File: src/rtl/prog_cmd_pkg.sv
package prog_cmd_pkg;

  typedef enum logic [2:0] {
    MOP_LATCH      = 3'd0,
    MOP_READ       = 3'd1,
    MOP_ROW_ERASE  = 3'd2,
    MOP_BULK_ERASE = 3'd3,
    MOP_PROG_INT   = 3'd4,
    MOP_PROG_EXT_B = 3'd5,
    MOP_PROG_EXT_E = 3'd6
  } mem_op_e;

  typedef enum logic [3:0] {
    CK_NONE,
    CK_LOAD_PC,
    CK_LOAD,
    CK_READ,
    CK_INC,
    CK_ROW_ERASE,
    CK_BULK_ERASE,
    CK_PROG_INT,
    CK_PROG_EXT_B,
    CK_PROG_EXT_E
  } cmd_kind_e;

  typedef struct packed {
    cmd_kind_e kind;
    logic      post_inc;
  } cmd_t;

  typedef enum logic [1:0] {ST_IDLE, ST_RX, ST_MEM, ST_TX} dec_state_e;

endpackage

File: src/rtl/prog_cmd_shift.sv
module prog_cmd_shift #(
  parameter int CMD_W = 8
) (
  input  logic             clk_i,
  input  logic             rst_ni,
  input  logic             en_i,
  input  logic             bit_valid_i,
  input  logic             bit_i,
  output logic             cmd_valid_o,
  output logic [CMD_W-1:0] cmd_o
);
  localparam int CNT_W = $clog2(CMD_W);

  logic [CMD_W-2:0] sh_q;
  logic [CNT_W-1:0] cnt_q;
  logic             take;

  assign take        = en_i && bit_valid_i;
  assign cmd_valid_o = take && (cnt_q == CNT_W'(CMD_W-1));
  assign cmd_o       = {sh_q, bit_i};

  always_ff @(posedge clk_i or negedge rst_ni) begin
    if (!rst_ni) begin
      sh_q  <= '0;
      cnt_q <= '0;
    end else if (take) begin
      sh_q  <= {sh_q[CMD_W-3:0], bit_i};
      cnt_q <= cmd_valid_o ? '0 : cnt_q + 1'b1;
    end
  end
endmodule

File: src/rtl/prog_cmd_decode.sv
module prog_cmd_decode
  import prog_cmd_pkg::*;
(
  input  logic [7:0] opc_i,
  output cmd_t       cmd_o
);
  always_comb begin
    cmd_o.post_inc = 1'b0;
    unique case (opc_i)
      8'h80:   cmd_o.kind = CK_LOAD_PC;
      8'h00:   cmd_o.kind = CK_LOAD;
      8'h02: begin
        cmd_o.kind     = CK_LOAD;
        cmd_o.post_inc = 1'b1;
      end
      8'hFC:   cmd_o.kind = CK_READ;
      8'hFE: begin
        cmd_o.kind     = CK_READ;
        cmd_o.post_inc = 1'b1;
      end
      8'hF8:   cmd_o.kind = CK_INC;
      8'hF0:   cmd_o.kind = CK_ROW_ERASE;
      8'h18:   cmd_o.kind = CK_BULK_ERASE;
      8'hE0:   cmd_o.kind = CK_PROG_INT;
      8'hC0:   cmd_o.kind = CK_PROG_EXT_B;
      8'h82:   cmd_o.kind = CK_PROG_EXT_E;
      default: cmd_o.kind = CK_NONE;
    endcase
  end
endmodule

File: src/rtl/prog_pc_unit.sv
module prog_pc_unit #(
  parameter int PC_W = 22
) (
  input  logic            clk_i,
  input  logic            rst_ni,
  input  logic            load_i,
  input  logic [PC_W-1:0] load_val_i,
  input  logic            inc_i,
  output logic [PC_W-1:0] pc_o
);
  always_ff @(posedge clk_i or negedge rst_ni) begin
    if (!rst_ni)     pc_o <= '0;
    else if (load_i) pc_o <= load_val_i;
    else if (inc_i)  pc_o <= pc_o + 1'b1;
  end
endmodule

File: src/rtl/prog_cmd_decoder.sv
module prog_cmd_decoder
  import prog_cmd_pkg::*;
#(
  parameter int PC_W   = 22,
  parameter int DATA_W = 14,
  parameter int ROW_W  = 5
) (
  input  logic              clk_i,
  input  logic              rst_ni,
  input  logic              ser_valid_i,
  input  logic              ser_bit_i,
  input  logic              pl_rx_valid_i,
  input  logic [PC_W-1:0]   pl_rx_data_i,
  output logic              pl_rx_ready_o,
  output logic              pl_tx_valid_o,
  output logic [DATA_W-1:0] pl_tx_data_o,
  input  logic              pl_tx_ready_i,
  input  logic              cp_i,
  output logic              mem_req_o,
  output logic [2:0]        mem_op_o,
  output logic [PC_W-1:0]   mem_addr_o,
  output logic [DATA_W-1:0] mem_wdata_o,
  input  logic              mem_done_i,
  input  logic [DATA_W-1:0] mem_rdata_i,
  output logic              busy_o,
  output logic              err_o,
  output logic [PC_W-1:0]   pc_o
);
  localparam int CMD_W = 8;
  localparam logic [PC_W-1:0] ROW_MASK = {{(PC_W-ROW_W){1'b1}}, {ROW_W{1'b0}}};

  dec_state_e        state_q, state_d;
  cmd_kind_e         kind_q, kind_d;
  logic              inc_q, inc_d;
  logic              cmd_valid;
  logic [CMD_W-1:0]  opc;
  cmd_t              dec;
  logic              pc_load, pc_inc;
  logic              issue;
  mem_op_e           issue_op;
  logic [PC_W-1:0]   issue_addr;
  logic [DATA_W-1:0] issue_wdata;
  logic [DATA_W-1:0] tx_q, tx_d;
  logic              req_q;
  mem_op_e           op_q;
  logic [PC_W-1:0]   addr_q;
  logic [DATA_W-1:0] wdata_q;
  logic              err_q;

  prog_cmd_shift #(.CMD_W(CMD_W)) u_shift (
    .clk_i       (clk_i),
    .rst_ni      (rst_ni),
    .en_i        (state_q == ST_IDLE),
    .bit_valid_i (ser_valid_i),
    .bit_i       (ser_bit_i),
    .cmd_valid_o (cmd_valid),
    .cmd_o       (opc)
  );

  prog_cmd_decode u_decode (
    .opc_i (opc),
    .cmd_o (dec)
  );

  prog_pc_unit #(.PC_W(PC_W)) u_pc (
    .clk_i      (clk_i),
    .rst_ni     (rst_ni),
    .load_i     (pc_load),
    .load_val_i (pl_rx_data_i),
    .inc_i      (pc_inc),
    .pc_o       (pc_o)
  );

  always_comb begin
    state_d     = state_q;
    kind_d      = kind_q;
    inc_d       = inc_q;
    tx_d        = tx_q;
    pc_load     = 1'b0;
    pc_inc      = 1'b0;
    issue       = 1'b0;
    issue_op    = MOP_LATCH;
    issue_addr  = pc_o;
    issue_wdata = wdata_q;
    unique case (state_q)
      ST_IDLE: if (cmd_valid) begin
        kind_d = dec.kind;
        inc_d  = dec.post_inc;
        unique case (dec.kind)
          CK_LOAD_PC, CK_LOAD: state_d = ST_RX;
          CK_READ: begin
            issue    = 1'b1;
            issue_op = MOP_READ;
          end
          CK_INC: pc_inc = 1'b1;
          CK_ROW_ERASE: begin
            issue      = 1'b1;
            issue_op   = MOP_ROW_ERASE;
            issue_addr = pc_o & ROW_MASK;
          end
          CK_BULK_ERASE: begin
            issue    = 1'b1;
            issue_op = MOP_BULK_ERASE;
          end
          CK_PROG_INT: begin
            issue    = 1'b1;
            issue_op = MOP_PROG_INT;
          end
          CK_PROG_EXT_B: begin
            issue    = 1'b1;
            issue_op = MOP_PROG_EXT_B;
          end
          CK_PROG_EXT_E: begin
            issue    = 1'b1;
            issue_op = MOP_PROG_EXT_E;
          end
          default: ;
        endcase
        if (issue) state_d = ST_MEM;
      end
      ST_RX: if (pl_rx_valid_i) begin
        if (kind_q == CK_LOAD_PC) begin
          pc_load = 1'b1;
          state_d = ST_IDLE;
        end else begin
          issue       = 1'b1;
          issue_op    = MOP_LATCH;
          issue_wdata = pl_rx_data_i[DATA_W-1:0];
          pc_inc      = inc_q;
          state_d     = ST_MEM;
        end
      end
      ST_MEM: if (mem_done_i) begin
        if (kind_q == CK_READ) begin
          tx_d    = cp_i ? '0 : mem_rdata_i;
          state_d = ST_TX;
        end else begin
          state_d = ST_IDLE;
        end
      end
      ST_TX: if (pl_tx_ready_i) begin
        pc_inc  = inc_q;
        state_d = ST_IDLE;
      end
      default: state_d = ST_IDLE;
    endcase
  end

  always_ff @(posedge clk_i or negedge rst_ni) begin
    if (!rst_ni) begin
      state_q <= ST_IDLE;
      kind_q  <= CK_NONE;
      inc_q   <= 1'b0;
      tx_q    <= '0;
      req_q   <= 1'b0;
      op_q    <= MOP_LATCH;
      addr_q  <= '0;
      wdata_q <= '0;
      err_q   <= 1'b0;
    end else begin
      state_q <= state_d;
      kind_q  <= kind_d;
      inc_q   <= inc_d;
      tx_q    <= tx_d;
      req_q   <= issue;
      if (issue) begin
        op_q    <= issue_op;
        addr_q  <= issue_addr;
        wdata_q <= issue_wdata;
      end
      if (state_q == ST_IDLE && cmd_valid && dec.kind == CK_NONE) err_q <= 1'b1;
    end
  end

  assign pl_rx_ready_o = (state_q == ST_RX);
  assign pl_tx_valid_o = (state_q == ST_TX);
  assign pl_tx_data_o  = tx_q;
  assign mem_req_o     = req_q;
  assign mem_op_o      = op_q;
  assign mem_addr_o    = addr_q;
  assign mem_wdata_o   = wdata_q;
  assign busy_o        = (state_q == ST_MEM);
  assign err_o         = err_q;
endmodule

File: config.mk
export PLATFORM = sky130hd
export DESIGN_NAME = prog_cmd_decoder
export DESIGN_NICKNAME = d
export VERILOG_FILES = /design/src/rtl/prog_cmd_pkg.sv /design/src/rtl/prog_cmd_shift.sv /design/src/rtl/prog_cmd_decode.sv /design/src/rtl/prog_pc_unit.sv /design/src/rtl/prog_cmd_decoder.sv
export SDC_FILE = /design/constraint.sdc
export NUM_CORES = 1
export LEC_CHECK = 0
export ABC_CLOCK_PERIOD_IN_PS = 2900
export BUFFER_PORTS_ARGS = -buffer_cell sky130_fd_sc_hd__buf_2
export CORE_MARGIN = 2
export CORE_UTILIZATION = 50
export DETAILED_ROUTE_END_ITERATION = 10
export PLACE_DENSITY = 0.88
export SLEW_MARGIN = 20
export SYNTH_ARGS = -nofsm -noshare
export SYNTH_HDL_FRONTEND = slang
export SYNTH_SLANG_ARGS = --single-unit
File: constraint.sdc
create_clock -name clk_i -period 2.9 [get_ports clk_i]
set_input_delay 0.29 -clock clk_i [delete_from_list [all_inputs] [get_ports clk_i]]
set_output_delay 0.29 -clock clk_i [all_outputs]
set_load 0.02 [all_outputs]
==> impl_results.html <==
<table>
<tr><th>Metric</th><th>Value</th></tr>
<tr><th colspan="2">Cells and area</th></tr>
<tr><td>Commonest cells after routing, fill and taps aside</td><td>122 x buf_2, 94 x dfrtp_1, 58 x nand2_1</td></tr>
<tr><td>Total non-filler cell area in the finished layout</td><td>5490 sq um</td></tr>
<tr><td>Number of cells in the finished layout apart from fillers</td><td>663</td></tr>
<tr><td>Antenna diode count</td><td>0</td></tr>
<tr><td>Layout overhead on the synthesized area</td><td>16.8%</td></tr>
<tr><td>Fraction of final layout cells with drive strength greater than 1</td><td>0.353</td></tr>
<tr><td>Final design utilization</td><td>0.597</td></tr>
<tr><td>Post-layout net count</td><td>594</td></tr>
<tr><td>Most common cell after layout, fill and taps aside</td><td>buf_2</td></tr>
<tr><th colspan="2">Place</th></tr>
<tr><td>Buffers on Ports</td><td>123</td></tr>
<tr><td>Routability cong.</td><td>0.953</td></tr>
<tr><td>Total placed instance area</td><td>5290 sq um</td></tr>
<tr><td>Post-DP HPWL</td><td>7910 um</td></tr>
<tr><td>Dpl cells</td><td>647</td></tr>
<tr><th colspan="2">Yosys</th></tr>
<tr><td>Async S/R FF share, synth</td><td>1.00</td></tr>
<tr><td>Area of the mapped netlist</td><td>4700 sq um</td></tr>
<tr><td>Flop and latch count out of synthesis</td><td>94</td></tr>
<tr><td>Post-synthesis sequential area ratio</td><td>0.500</td></tr>
<tr><td>Biggest area contributors in the synthesized netlist</td><td>dfrtp_1 50%, mux2_2 5.7%, nand2_1 4.6%</td></tr>
<tr><td>Count of flip-flops with a built-in enable after synthesis</td><td>0</td></tr>
<tr><td>Synthesized netlist net count</td><td>492</td></tr>
<tr><td>Fraction of synthesized cell area taken by the top area cell type</td><td>0.500</td></tr>
<tr><td>Cells after synthesis</td><td>445</td></tr>
<tr><td>Count of cell types in the netlist</td><td>66</td></tr>
<tr><td>Mean post-synth cell area</td><td>10.6 sq um</td></tr>
<tr><td>Post-synth top flop</td><td>dfrtp_1</td></tr>
<tr><td>Post-synth top area cell</td><td>dfrtp_1</td></tr>
<tr><td>Warnings from Yosys</td><td>0</td></tr>
<tr><th colspan="2">GRT</th></tr>
<tr><td>Global route total overflow</td><td>0</td></tr>
<tr><td>Global-route wire length before repair</td><td>17500 um</td></tr>
<tr><td>Routing usage on met1</td><td>0.292</td></tr>
<tr><td>Number of global-route vias before repair</td><td>3593</td></tr>
<tr><td>Global-route usage over all layers</td><td>0.218</td></tr>
<tr><td>Most used routing layer</td><td>met2</td></tr>
<tr><td>Largest net degree at the start of global routing</td><td>58</td></tr>
<tr><td>Number of antenna violations at the first check in global routing</td><td>0</td></tr>
<tr><td>Met2 routing resource usage after global routing</td><td>0.360</td></tr>
<tr><td>Met3 track utilization from global routing</td><td>0.0333</td></tr>
<tr><th colspan="2">Route</th></tr>
<tr><td>Via count normalized by instance count</td><td>5.67</td></tr>
<tr><td>Remaining antenna violation count</td><td>0</td></tr>
<tr><td>Pre-antenna DRT Iters</td><td>5</td></tr>
<tr><td>1st-iter DRT viols</td><td>202</td></tr>
<tr><td>DRC violation count after routing</td><td>0</td></tr>
<tr><td>Total length of routed wires</td><td>10900 um</td></tr>
<tr><td>Final routed wire length divided by cell count</td><td>16.5 um</td></tr>
<tr><td>Total via count after detailed routing</td><td>3761</td></tr>
<tr><th colspan="2">Timing</th></tr>
<tr><td>Final number of max-transition violations</td><td>0</td></tr>
<tr><td>Transition time at the pin with the least slew margin</td><td>0.880 ns</td></tr>
<tr><td>Setup TNS Final</td><td>0 ns</td></tr>
<tr><td>Hold_ws</td><td>-0.0138 ns</td></tr>
<tr><td>Worst Clk Skew</td><td>0.0205 ns</td></tr>
<tr><td>Setup repair after global routing missed its margin</td><td>false</td></tr>
<tr><td>Total setup violations reported at the end of the flow</td><td>0</td></tr>
<tr><td>Maximum operating frequency</td><td>380 MHz</td></tr>
<tr><td>Worst relative slew slack</td><td>0.412</td></tr>
<tr><td>Fraction of the cycle the final worst path needs</td><td>0.908</td></tr>
<tr><td>Time the worst path needs with I/O delays and setup</td><td>2.63 ns</td></tr>
<tr><td>Number of failing hold endpoints at the final stage</td><td>20</td></tr>
<tr><th colspan="2">Pwr</th></tr>
<tr><td>Power density cells</td><td>550 nW/um^2</td></tr>
<tr><td>Static leakage</td><td>2.88 nW</td></tr>
<tr><td>Worst VDD drop</td><td>0.255 mV</td></tr>
<tr><th colspan="2">Floorplan</th></tr>
<tr><td>Core Footprint</td><td>9200 sq um</td></tr>
<tr><td>Starting utilization of the core area</td><td>0.512</td></tr>
<tr><td>Boundary pin count</td><td>124</td></tr>
<tr><td>Horizontal die dimension</td><td>101 um</td></tr>
<tr><td>Chip Height</td><td>101 um</td></tr>
<tr><td>Std cell rows</td><td>35</td></tr>
<tr><td>Total die area</td><td>10200 sq um</td></tr>
<tr><th colspan="2">Clocking</th></tr>
<tr><td>Count of cells resized by post-cts repair</td><td>0</td></tr>
<tr><td>Setup repair bufs after CTS</td><td>0</td></tr>
<tr><td>Num CTS Buffers</td><td>9</td></tr>
<tr><td>Clock buffer depth</td><td>2</td></tr>
<tr><td>Count of hold buffers inserted by post-cts repair</td><td>0</td></tr>
<tr><td>Number of sinks on the clock net</td><td>94</td></tr>
<tr><td>Clock-pin slew reported for the worst setup and hold paths after clock tree synthesis</td><td>0.10 ns</td></tr>
<tr><td>Clock insertion delay at the later pin of the skew report</td><td>0.37 ns</td></tr>
<tr><td>TritonCTS clock tree</td><td>built</td></tr>
<tr><td>Htree depth</td><td>3</td></tr>
<tr><td>Clock Root Buffer</td><td>clkbuf_8</td></tr>
<tr><th colspan="2">Critical path</th></tr>
<tr><td>Largest driver fanout on the critical path</td><td>17</td></tr>
<tr><td>Setup crit start kind</td><td>register</td></tr>
<tr><td>Critical path required time</td><td>3.16 ns</td></tr>
<tr><td>Worst setup path class</td><td>reg -&gt; reg</td></tr>
<tr><td>Critical path capture point type</td><td>register</td></tr>
<tr><td>Arrival time of data at the critical path endpoint</td><td>2.89 ns</td></tr>
<tr><th colspan="2">Min path</th></tr>
<tr><td>Class of the tightest hold or removal check</td><td>in -&gt; async</td></tr>
<tr><th colspan="2">Outcome</th></tr>
<tr><td>Failing checks</td><td>hold timing</td></tr>
<tr><td>Result of the run</td><td>finished, violations left</td></tr>
<tr><th colspan="2">Job</th></tr>
<tr><td>Max Cap Viol</td><td>0</td></tr>
</table>
## cell families (layout without fill, tap and decap cells)
family | after synthesis | count (layout) | synth area share
and+or+nand+nor | 166 | 166 | 0.182
DFF | 94 | 94 | 0.500
AOI/OAI and AO/OA | 78 | 78 | 0.117
buffers and inverters | 50 | 157 | 0.0625
muxes | 42 | 42 | 0.109
xor gates and xnor gates | 12 | 12 | 0.0223
adders and majority gates | 3 | 3 | 0.00798
## synthesized netlist by cell type, types with 2 or more instances
| cell | count |
|---|---|
| a21oi_1 | 9 |
| nor4_1 | 5 |
| xor2_1 | 7 |
| mux2i_1 | 6 |
| nand2b_1 | 16 |
| nand4_1 | 9 |
| and2_1 | 2 |
| a21o_1 | 2 |
| ha_1 | 3 |
| and3_1 | 10 |
| o21ai_1 | 3 |
| buf_6 | 5 |
| mux2_2 | 24 |
| nand2_1 | 58 |
| o21ai_0 | 29 |
| clkbuf_1 | 14 |
| a211oi_1 | 4 |
| nor3_1 | 14 |
| a211oi_2 | 2 |
| inv_1 | 10 |
| buf_4 | 17 |
| dfrtp_1 | 94 |
| nor2b_1 | 6 |
| nor2_1 | 20 |
| mux2_4 | 12 |
| a22oi_1 | 2 |
| o22ai_1 | 2 |
| buf_2 | 4 |
| nand3_1 | 12 |
| xnor2_1 | 5 |
| a221o_1 | 4 |
## worst paths after layout
| check | slack [ns] | cells after the start | from | to |
|---|---|---|---|---|
| max reg2reg | 0.27 | 5 | u_shift.sh_q[2] | u_pc.pc_o[0] |
| min reg2reg | 0.48 | 2 | pl_tx_data_o[10] | pl_tx_data_o[10] |
| min | -0.01 | 1 | rst_ni | pl_tx_data_o[4] |
| max | 0.27 | 5 | u_shift.sh_q[2] | u_pc.pc_o[0] |
| min in group clk_i | 0.14 | 3 | pl_rx_data_i[10] | u_pc.pc_o[10] |
| max in group asynchronous | 2.24 | 2 | rst_ni | u_pc.pc_o[3] |
## area by class of cell
type                            instances  area [sq um]
Timing Repair Buffer                  131           703
Clock inverter                          7          78.8
Fill cell                             773          3700
Tap cell                              111           139
Inverter                               10          37.5
Multi-Input combinational cell        301          2060
Sequential cell                        94          2350
Clock buffer                            9           124
## registers in the layout (all words and copies together) (netlist names)
name	count
mem_wdata_o	14
inc_q	1
u_shift.sh_q	7
state_q	2
pl_tx_data_o	14
u_pc.pc_o	22
mem_req_o	1
mem_addr_o	22
u_shift.cnt_q	3
kind_q	4
err_o	1
mem_op_o	3
## power by group
part	internal, mW	total [mW]	switching (mW)
clock	0.339	0.856	0.517
sequential	1.44	1.58	0.133
combinational	0.248	0.590	0.342
## per-layer routing
| metal | part of all wire | vias to the layer above | routed length, um |
|---|---|---|---|
| met2 | 0.49 | 153 | 5340 |
| met5 | 0 | - | 0 |
| li1 | - | 1763 | - |
| met1 | 0.44 | 1828 | 4760 |
| met4 | 0.018 | 0 | 199 |
| met3 | 0.056 | 17 | 610 |
## worst max-delay path, stage by stage, from the launching register on
cell	delay, ns
dfrtp_1	0.49
or4_4	0.56
a211oi_2	0.31
o31a_1	0.60
nand2_1	0.27
o221a_2	0.30
## through the flow
step                worst slack (ns)  hold slack (ns)  power, mW
floorplan                      0.648         -0.00559       1.98
global placement               0.366            0.396       2.17
detailed placement             0.305            0.404       2.19
CTS                            0.295          0.00389       3.05
global route                  0.0728           0.0326       3.17
finish                         0.266          -0.0138       3.02
Note: power is estimated with default switching activity, not from simulation.
